### src/rtl/dma_pkg.sv
package dma_pkg;

    localparam int DW = 32;
    localparam int NB = DW / 8;
    localparam int LW = $clog2(NB);

    typedef enum logic [1:0] {
        WID_8  = 2'd0,
        WID_16 = 2'd1,
        WID_32 = 2'd2
    } wid_e;

    typedef struct packed {
        logic [5:0]  rsv;
        logic        use_req;
        logic        big_end;
        logic [3:0]  burst_m1;
        logic        dst_inc;
        logic        src_inc;
        logic [1:0]  width;
        logic [15:0] count;
    } ctrl_t;

    typedef enum logic [1:0] {
        S_ARB   = 2'd0,
        S_RD    = 2'd1,
        S_WR    = 2'd2,
        S_FETCH = 2'd3
    } eng_st_e;

    localparam logic [2:0] REG_SRC   = 3'd0;
    localparam logic [2:0] REG_DST   = 3'd1;
    localparam logic [2:0] REG_NEXT  = 3'd2;
    localparam logic [2:0] REG_CTRL  = 3'd3;
    localparam logic [2:0] REG_START = 3'd4;

    function automatic logic [2:0] elem_bytes(input logic [1:0] w);
        case (w)
            WID_8:   elem_bytes = 3'd1;
            WID_16:  elem_bytes = 3'd2;
            default: elem_bytes = 3'd4;
        endcase
    endfunction

    function automatic logic [DW-1:0] swap_elem(input logic [DW-1:0] v, input logic [1:0] w);
        case (w)
            WID_8:   swap_elem = v;
            WID_16:  swap_elem = {16'd0, v[7:0], v[15:8]};
            default: swap_elem = {v[7:0], v[15:8], v[23:16], v[31:24]};
        endcase
    endfunction

endpackage

### src/rtl/dma_prio_arb.sv
module dma_prio_arb #(
    parameter int N = 8,
    localparam int IW = (N > 1) ? $clog2(N) : 1
) (
    input  logic [N-1:0]  req,
    output logic [N-1:0]  gnt,
    output logic [IW-1:0] idx,
    output logic          any
);

    genvar gi;
    generate
        for (gi = 0; gi < N; gi++) begin : g_mask
            if (gi == 0) begin : g_first
                assign gnt[gi] = req[gi];
            end else begin : g_rest
                assign gnt[gi] = req[gi] & ~(|req[gi-1:0]);
            end
        end
    endgenerate

    assign any = |req;

    always_comb begin
        idx = '0;
        for (int i = 0; i < N; i++) begin
            if (gnt[i]) idx = idx | IW'(i);
        end
    end

    always_comb begin

        onehot_grant_chk: assert ($onehot0(gnt));

        lowest_wins_chk: assert (((gnt - N'(1)) & req) == '0 || gnt == '0);

        grant_when_req_chk: assert ((|gnt) == any);
    end

endmodule

### src/rtl/dma_lane_pack.sv
module dma_lane_pack
    import dma_pkg::*;
(
    input  logic [DW-1:0] rd_word,
    input  logic [LW-1:0] rd_lane,
    input  logic [LW-1:0] wr_lane,
    input  logic [1:0]    width,
    input  logic          big_end,
    input  logic [DW-1:0] hold,
    output logic [DW-1:0] elem,
    output logic [DW-1:0] wdata,
    output logic [NB-1:0] be
);

    logic [DW-1:0] shifted;
    logic [DW-1:0] raw;

    always_comb begin
        shifted = rd_word >> {rd_lane, 3'b000};
        case (width)
            WID_8:   raw = {24'd0, shifted[7:0]};
            WID_16:  raw = {16'd0, shifted[15:0]};
            default: raw = shifted;
        endcase
        elem = big_end ? swap_elem(raw, width) : raw;
    end

    always_comb begin
        case (width)
            WID_8: begin
                wdata = {NB{hold[7:0]}};
                be    = NB'(1) << wr_lane;
            end
            WID_16: begin
                wdata = {(NB/2){hold[15:0]}};
                be    = wr_lane[1] ? 4'b1100 : 4'b0011;
            end
            default: begin
                wdata = hold;
                be    = '1;
            end
        endcase
    end

    always_comb begin

        be_width_chk: assert (width == 2'd3 || $countones(be) == int'(elem_bytes(width)));
    end

endmodule

### src/rtl/dma_ll_ctrl.sv
module dma_ll_ctrl
    import dma_pkg::*;
#(
    parameter int NCH = 8,
    parameter int AW  = 32,
    localparam int CIW = (NCH > 1) ? $clog2(NCH) : 1
) (
    input  logic             clk,
    input  logic             rst,
    input  logic             cfg_we,
    input  logic [CIW+2:0]   cfg_addr,
    input  logic [DW-1:0]    cfg_wdata,
    input  logic [NCH-1:0]   dreq,
    output logic             mem_req,
    output logic             mem_we,
    output logic [AW-1:0]    mem_addr,
    output logic [DW-1:0]    mem_wdata,
    output logic [NB-1:0]    mem_be,
    input  logic             mem_gnt,
    input  logic [DW-1:0]    mem_rdata,
    output logic [NCH-1:0]   ch_active,
    output logic [NCH-1:0]   ch_done
);

    logic [AW-1:0]  src_q [NCH];
    logic [AW-1:0]  dst_q [NCH];
    logic [AW-1:0]  nxt_q [NCH];
    ctrl_t          ctl_q [NCH];
    logic [NCH-1:0] en_q;
    logic [NCH-1:0] done_q;

    eng_st_e        st;
    logic [CIW-1:0] cur;
    logic [3:0]     beats;
    logic [1:0]     fidx;
    logic [AW-1:0]  fptr;
    logic [DW-1:0]  hold;

    logic [NCH-1:0] pend;
    logic [NCH-1:0] a_gnt;
    logic [CIW-1:0] a_idx;
    logic           a_any;
    logic [CIW-1:0] cfg_ch;
    logic [DW-1:0]  pk_elem;
    logic [DW-1:0]  pk_wdata;
    logic [NB-1:0]  pk_be;
    ctrl_t          cur_ctl;

    assign cfg_ch  = cfg_addr[CIW+2:3];
    assign cur_ctl = ctl_q[cur];

    genvar gi;
    generate
        for (gi = 0; gi < NCH; gi++) begin : g_pend
            assign pend[gi] = en_q[gi] &
                ((ctl_q[gi].count == 16'd0) | ~ctl_q[gi].use_req | dreq[gi]);
        end
    endgenerate

    dma_prio_arb #(.N(NCH)) arb_i (
        .req (pend),
        .gnt (a_gnt),
        .idx (a_idx),
        .any (a_any)
    );

    dma_lane_pack pack_i (
        .rd_word (mem_rdata),
        .rd_lane (src_q[cur][LW-1:0]),
        .wr_lane (dst_q[cur][LW-1:0]),
        .width   (cur_ctl.width),
        .big_end (cur_ctl.big_end),
        .hold    (hold),
        .elem    (pk_elem),
        .wdata   (pk_wdata),
        .be      (pk_be)
    );

    always_comb begin
        mem_req   = 1'b0;
        mem_we    = 1'b0;
        mem_addr  = '0;
        mem_wdata = '0;
        mem_be    = '0;
        case (st)
            S_RD: begin
                mem_req  = 1'b1;
                mem_addr = {src_q[cur][AW-1:LW], {LW{1'b0}}};
            end
            S_WR: begin
                mem_req   = 1'b1;
                mem_we    = 1'b1;
                mem_addr  = {dst_q[cur][AW-1:LW], {LW{1'b0}}};
                mem_wdata = pk_wdata;
                mem_be    = pk_be;
            end
            S_FETCH: begin
                mem_req  = 1'b1;
                mem_addr = fptr + AW'({fidx, 2'b00});
            end
            default: ;
        endcase
    end

    always_ff @(posedge clk) begin
        if (rst) begin
            for (int i = 0; i < NCH; i++) begin
                src_q[i] <= '0;
                dst_q[i] <= '0;
                nxt_q[i] <= '0;
                ctl_q[i] <= '0;
            end
            en_q   <= '0;
            done_q <= '0;
            st     <= S_ARB;
            cur    <= '0;
            beats  <= '0;
            fidx   <= '0;
            fptr   <= '0;
            hold   <= '0;
        end else begin
            if (cfg_we) begin
                case (cfg_addr[2:0])
                    REG_SRC:   src_q[cfg_ch] <= AW'(cfg_wdata);
                    REG_DST:   dst_q[cfg_ch] <= AW'(cfg_wdata);
                    REG_NEXT:  nxt_q[cfg_ch] <= AW'(cfg_wdata);
                    REG_CTRL:  ctl_q[cfg_ch] <= ctrl_t'(cfg_wdata);
                    REG_START: begin
                        en_q[cfg_ch] <= cfg_wdata[0];
                        if (cfg_wdata[0]) done_q[cfg_ch] <= 1'b0;
                    end
                    default: ;
                endcase
            end
            case (st)
                S_ARB: begin
                    if (a_any) begin
                        cur   <= a_idx;
                        beats <= ctl_q[a_idx].burst_m1;
                        if (ctl_q[a_idx].count != 16'd0) begin
                            st <= S_RD;
                        end else if (nxt_q[a_idx] != '0) begin
                            fptr <= nxt_q[a_idx];
                            fidx <= '0;
                            st   <= S_FETCH;
                        end else begin
                            done_q[a_idx] <= 1'b1;
                            en_q[a_idx]   <= 1'b0;
                        end
                    end
                end
                S_RD: begin
                    if (mem_gnt) begin
                        hold <= pk_elem;
                        st   <= S_WR;
                    end
                end
                S_WR: begin
                    if (mem_gnt) begin
                        if (cur_ctl.src_inc)
                            src_q[cur] <= src_q[cur] + AW'(elem_bytes(cur_ctl.width));
                        if (cur_ctl.dst_inc)
                            dst_q[cur] <= dst_q[cur] + AW'(elem_bytes(cur_ctl.width));
                        ctl_q[cur].count <= cur_ctl.count - 16'd1;
                        if (cur_ctl.count == 16'd1) begin
                            if (nxt_q[cur] != '0) begin
                                fptr <= nxt_q[cur];
                                fidx <= '0;
                                st   <= S_FETCH;
                            end else begin
                                done_q[cur] <= 1'b1;
                                en_q[cur]   <= 1'b0;
                                st          <= S_ARB;
                            end
                        end else if (beats == 4'd0) begin
                            st <= S_ARB;
                        end else begin
                            beats <= beats - 4'd1;
                            st    <= S_RD;
                        end
                    end
                end
                S_FETCH: begin
                    if (mem_gnt) begin
                        case (fidx)
                            2'd0:    src_q[cur] <= AW'(mem_rdata);
                            2'd1:    dst_q[cur] <= AW'(mem_rdata);
                            2'd2:    nxt_q[cur] <= AW'(mem_rdata);
                            default: ctl_q[cur] <= ctrl_t'(mem_rdata);
                        endcase
                        if (fidx == 2'd3) st <= S_ARB;
                        else fidx <= fidx + 2'd1;
                    end
                end
                default: st <= S_ARB;
            endcase
        end
    end

    assign ch_active = en_q;
    assign ch_done   = done_q;


    burst_hold_chk: assert property (@(posedge clk) disable iff (rst)
        (st != S_ARB) |=> (st == S_ARB || $stable(cur)));


    chain_end_chk: assert property (@(posedge clk) disable iff (rst)
        ((ch_done & ~$past(ch_done) & ch_active) == '0));


    req_stable_chk: assert property (@(posedge clk) disable iff (rst)
        (mem_req && !mem_gnt) |=> (mem_req && $stable(mem_addr) && $stable(mem_we)
                                    && $stable(mem_wdata)));


    rd_then_wr_chk: assert property (@(posedge clk) disable iff (rst)
        (st == S_RD && mem_gnt) |=> (mem_req && mem_we));

endmodule

### config.mk
export PLATFORM = sky130hd
export DESIGN_NAME = dma_ll_ctrl
export DESIGN_NICKNAME = d
export VERILOG_FILES = /design/src/rtl/dma_pkg.sv /design/src/rtl/dma_prio_arb.sv /design/src/rtl/dma_lane_pack.sv /design/src/rtl/dma_ll_ctrl.sv
export SDC_FILE = /design/constraint.sdc
export NUM_CORES = 2
export LEC_CHECK = 0
export CORE_ASPECT_RATIO = 0.75
export CORE_MARGIN = 2
export CORE_UTILIZATION = 40
export DETAILED_ROUTE_END_ITERATION = 10
export DONT_BUFFER_PORTS = 1
export GPL_ROUTABILITY_DRIVEN = 0
export PLACE_DENSITY = 0.64
export SLEW_MARGIN = 20
export SYNTH_ARGS = -nofsm -noshare
export SYNTH_HDL_FRONTEND = slang
export SYNTH_SLANG_ARGS = --single-unit
### constraint.sdc
create_clock -name clk -period 7.95 [get_ports clk]
set_input_delay 1.59 -clock clk [delete_from_list [all_inputs] [get_ports clk]]
set_output_delay 1.59 -clock clk [all_outputs]
set_load 0.02 [all_outputs]
**Yosys cells after proc, flatten, opt, wreduce, memory -nomap -nowiden**

Memory sizes are Yosys's and may differ from the RTL's. A register that Yosys moved wholly into a read port is not among the register bits.
Index checks and enable logic that the tools add are counted.

- Output and inout bits: 86
- Bits of input ports: 82
- Memories kept: 4
- Logic and storage cells: 326
- Flip-flop bits (word level): 91
- Bits in writable memories: 1024

- Shift operators: 2
- Bitwise logic cells: 57
- $lt $le $gt $ge: 6
- Add/sub/neg operators: 6
- Reductions and logical operators: 44
- Mux-type cells: 174
- Eq/ne operators: 25

Memories:

| memory | depth | width | read ports | clocked after Yosys merged registers in | write ports | RTL line | RTL |
|---|---|---|---|---|---|---|---|
| ctl_q | 8 | 32 | 10 | 1 | 8 | dma_ll_ctrl.sv:28 | `ctrl_t ctl_q [NCH];` |
| dst_q | 8 | 32 | 1 | 1 | 8 | dma_ll_ctrl.sv:26 | `logic [AW-1:0] dst_q [NCH];` |
| nxt_q | 8 | 32 | 2 | 1 | 8 | dma_ll_ctrl.sv:27 | `logic [AW-1:0] nxt_q [NCH];` |
| src_q | 8 | 32 | 1 | 1 | 8 | dma_ll_ctrl.sv:25 | `logic [AW-1:0] src_q [NCH];` |

Operators by type and width:

| operator | number |
|---|---|
| $mux W32 | 18 |
| $pmux W32 S2 | 4 |
| $reduce_or A32 Y1 | 8 |
| $mux W8 | 19 |
| $logic_not A16 Y1 | 8 |
| $pmux W32 S3 | 1 |
| $mux W3 | 28 |
| $mux W1 | 66 |
| $add A32 B3 Y32 | 2 |
| $reduce_bool A32 Y1 | 2 |
| $mux W2 | 20 |
| $add A32 B4 Y32 | 1 |
| $pmux W8 S2 | 2 |
| $shr A32 B5 Y32 | 1 |
| $and A8 B8 Y8 | 3 |
| $mux W4 | 6 |
| $ne A2 B2 Y1 const B | 12 |
| $not A8 Y8 | 3 |
| $or A1 B1 Y1 | 19 |
| $eq A16 B1 Y1 const B | 1 |
| $mux W16 | 1 |
| $or A8 B8 Y8 | 2 |
| $pmux W4 S2 | 2 |
| $reduce_bool A16 Y1 | 1 |
| other kinds (37) | 84 |

**Logic depth before layout (Yosys ltp)**

An unclocked memory read counts as a cell.

- Depth in word-level cells: 24
- Mapped depth: 28
- Mapped depth without buffers: 18

**Modules after synthesis**

A second synthesis with hierarchy kept.

- Cell total of the unflattened synthesis: 5961
- Area total of the unflattened synthesis: 62751.4 sq um

Modules (own cells, without submodules):

| module | instances | cells each | sequential area each (sq um) | area an instance (sq um) |
|---|---|---|---|---|
| dma_ll_ctrl | 1 | 5745 | 31189.9 | 60969.7 |
| dma_lane_pack | 1 | 194 | 0.0 | 1631.6 |
| dma_prio_arb | 1 | 22 | 0.0 | 150.1 |

**Least setup slack after synthesis**

Ideal clock, no wire load.

- Path kind: reg-to-reg
- Start point: register with a tool-made name
- End point: memory dst_q[1][29], data pin
- Slack: 1662 ps
- Period minus slack after synthesis: 6288 ps
- Stages on the path, launching flop included: 24
- Required time: 7678 ps
- Arrival: 6015 ps
- Library setup time: 272 ps
- Path buffers: 8
- Cell sequence: dfxtp_1 -> buf_4 -> buf_4 -> buf_4 -> buf_4 -> buf_4 -> buf_2 -> mux4_2 -> mux2i_2 -> clkinv_1 -> nor2_1 -> clkbuf_1 -> ha_1 -> o21bai_1 -> a21o_1 -> nor2b_1 -> and3_1 -> clkbuf_1 -> nand4_1 -> nor4_1 -> nand2_1 -> xor2_1 -> mux2i_1 -> o21ai_0

RTL lines:

| what | RTL line |
|---|---|
| to (decl) | dma_ll_ctrl.sv:26 |

==> impl_metrics.yaml <==
run_status:
  outcome: "finished clean"
setup_path:
  slowest_stage: "buf_4"
  critPathKind: "reg -> out"
  endpoint_kind: "primary output"
  rrSetupSlack_ns: 1.41
  cp.required_ns: 6.36
  worst_ep_arrival_time_ns: 5.22
  start_kind: "register"
  path_cells: "buf_12 > buf_4 > mux4_2 > mux2i_1 > nand2_1 > o21ai_0 > o22ai_1"
  crit_fanout: 91
  rr_worst_depth: 16
  cp_slowest_stage_delay_ns: 0.84
synth:
  syn_nets: 5480
  synth_top_family_by_area: "compound AO/OA/AOI/OAI gates"
  synth_top_area_cell: "edfxtp_1"
  synth-edff-count: 976
  netlist_area_sq_um: 59960
  synth_area_leaders: "edfxtp_1 49%, mux4_2 8.8%, o21ai_0 6.4%"
  synth.most_common_cell: "edfxtp_1"
  synth_compound_area_share_pct: 16.48
  synthTopCellsByCount: "976 x edfxtp_1, 761 x o21ai_0, 677 x nand3_1"
  muxShareOfSynthArea_pct: 12.83
  synth-main-ff-cell: "edfxtp_1"
  avgSynthCellArea_sq_um: 11.15
  yosys.area_share.xor_xnor_pct: 1.315
  syn_inst: 5377
  synth-async-reset-ratio_pct: 0
  ys_ff_latch: 1070
  synth.distinct_cells: 81
  seq_area_frac_synth_pct: 52.02
  yosys.area_share.adder_pct: 0.4758
  yosys.area_share.simple_pct: 12.67
  synth_top_area_share_pct: 48.88
  yosys_warnings: 0
sta:
  hold_viol: 0
  slew-limit-headroom_pct: 18.51
  fmax_mhz: 146.8
  final.min_clock_period_ns: 6.812
  finalSetupViolCount: 0
  rsz0062_at_grt: "false"
  tightest_slew_ns: 1.213
  period_share_pct: 85.69
  slew_violations: 0
  skew_ns: 0.08026
  tns_ns: 0
cells_and_area:
  drive_above_1_share_pct: 13.07
  final_net_count: 5120
  area_growth_pct: 8.329
  n_fill_cell: 13550
  fin_cells: 7122
  utilization_pct: 43.46
floorplan:
  die_w_um: 451.0
  dieArea_sq_um: 153000
  core_area_sq_um: 149400
  start_util_pct: 40.12
  rows: 123
  fp.dieH_um: 339.3
  pin_count: 168
placed_design:
  place.detailed.hpwl_um: 148500
  port_buffers: 0
  dp_cells: 6908
clocking:
  cts-resized-gates: 0
  cts-root-buf: "clkbuf_16"
  htreeDepth: 3
  post_cts_buffers: 0
  numCtsBuffers: 107
  clk_latency_ns: 0.79
  cts.sinks: 1070
  cts_hold_buffers: 0
  clk_path_buf_depth: 3
  clk_pin_slew_ns: 0.06
  cts_tree: "yes"
drt:
  drtIter0Drc: 9334
  wl_um: 242500
  post_drt_via_cell_ratio: 6.962
  wl_per_cell_um: 34.05
  post-route-drc-count: 0
  via_count: 49580
  ant_nets: 0
  drt_first_pass_iters: 9
pwr:
  power_density_nw_per_um2: 193.9
  leakage_uw: 0.02014
  p_switching_uw: 3177
  power.share.clock_pct: 40.9
  pwr-share-comb_pct: 7.2
  seqPwrFrac_pct: 51.9
  power.internal_uw: 9414
  vdd_ir_drop_max_v: 0.0002181
  switching_share_pct: 25.23
global_routing:
  grt_busiest_layer: "met2"
  met2_usage_pct: 42.66
  use_met3_pct: 12.08
  grt_max_degree: 166
  grt_pass1_wl_um: 340500
  grt_util_met1_pct: 41.11
  grt_overflow: 0
  antenna_found_initial: 21
  first_global_vias: 45750
  grt_usage_pct: 30.63
hold_path:
  hold_depth: 2
  hp-class: "reg -> reg"
run:
  drv_cap: 0
## final cells by class
cell class,instances,area (sq um),area share (%)
Inverter,35,131.4,0.2023
Clock inverter,65,588.1,0.9054
Antenna cell,13,32.53,0.05009
Clock buffer,136,2818,4.338
Tap cell,2000,2502,3.853
Multi-Input combinational cell,3673,26680,41.09
Sequential cell,1070,31200,48.04
Timing Repair Buffer,130,988.4,1.522
## logic make-up after synthesis
group | after synthesis
and+or+nand+nor | 1552
AOI/OAI and AO/OA | 1539
DFF | 1070
buffers and inverters | 634
muxes | 471
xor gates and xnor gates | 90
adders and majority gates | 21
## power by group through the flow
| stage | logic [uW] | clock network, uW | registers (uW) |
|---|---|---|---|
| after floorplan | 654 | 0 | 6580 |
| after detailed placement | 868 | 0 | 6640 |
| after global placement | 861 | 0 | 6640 |
| after CTS | 871 | 5130 | 6530 |
| final | 909 | 5150 | 6530 |
| after global routing | 945 | 5330 | 6550 |
## flip-flops by register name, summed over array words and instances, names as in the netlist, named ones only
| register | count |
|---|---|
| dst_q | 256 |
| nxt_q | 256 |
| src_q | 256 |
| ctl_q | 208 |
| fptr | 32 |
| hold | 32 |
| ch_active | 8 |
| ch_done | 8 |
| beats | 4 |
| cur | 3 |
| fidx | 2 |
| st | 2 |
## routing by layer
layer | up-vias | wire [um]
met5 | - | 107
met4 | 16 | 14680
met3 | 770 | 39550
met2 | 4372 | 99770
met1 | 24220 | 88400
li1 | 20210 | -
## placed cells by master, fill, tap and decap left out, types with 27 or more instances in the layout
master,count
xor2_1,45
nand2_2,32
a21oi_1,77
nor2_1,220
mux2_2,28
nor4_1,50
o211ai_1,34
a211oi_1,52
nand2b_1,48
nand4_1,41
and2_1,35
o21ai_0,756
nand3_1,677
clkbuf_16,108
edfxtp_1,976
nand2_1,260
mux4_2,234
inv_1,31
mux2i_1,199
a22oi_1,55
and3_1,33
o21ai_1,71
buf_4,129
dfxtp_1,89
a211o_1,37
a22o_1,315
xnor2_1,45
clkbuf_1,27
## through the flow
| step | cell area [sq um] | hold WS (ns) | worst slack [ns] | total power [uW] |
|---|---|---|---|---|
| floorplan | 59960 | 0.4476 | 1.662 | 7231 |
| global placement | 61470 | 0.4635 | 1.255 | 7497 |
| detailed placement | 61470 | 0.4663 | 1.209 | 7512 |
| CTS | 64880 | 0.4786 | 1.097 | 12530 |
| global route | 64920 | 0.4970 | 0.8337 | 12830 |
| finish | 64950 | 0.4781 | 1.138 | 12590 |
## worst max-delay path, delay by kind of cell (launching register included)
kind	cells	cell delay, ns
AO/OA/AOI/OAI	2	0.70
buffers and inverters	2	1.52
flip-flops	1	0.74
multiplexers	2	1.20
AND/OR/NAND/NOR	1	0.13
## path summary, 6_finish.rpt
check | end | startpoint
worst max-delay path | mem_addr[3] | register
worst min-delay path | beats[1] | beats[1]
worst min register to register | beats[1] | beats[1]
worst max register to register | src_q[1][28] | register
No activity file was read; power rests on OpenSTA's default activity.
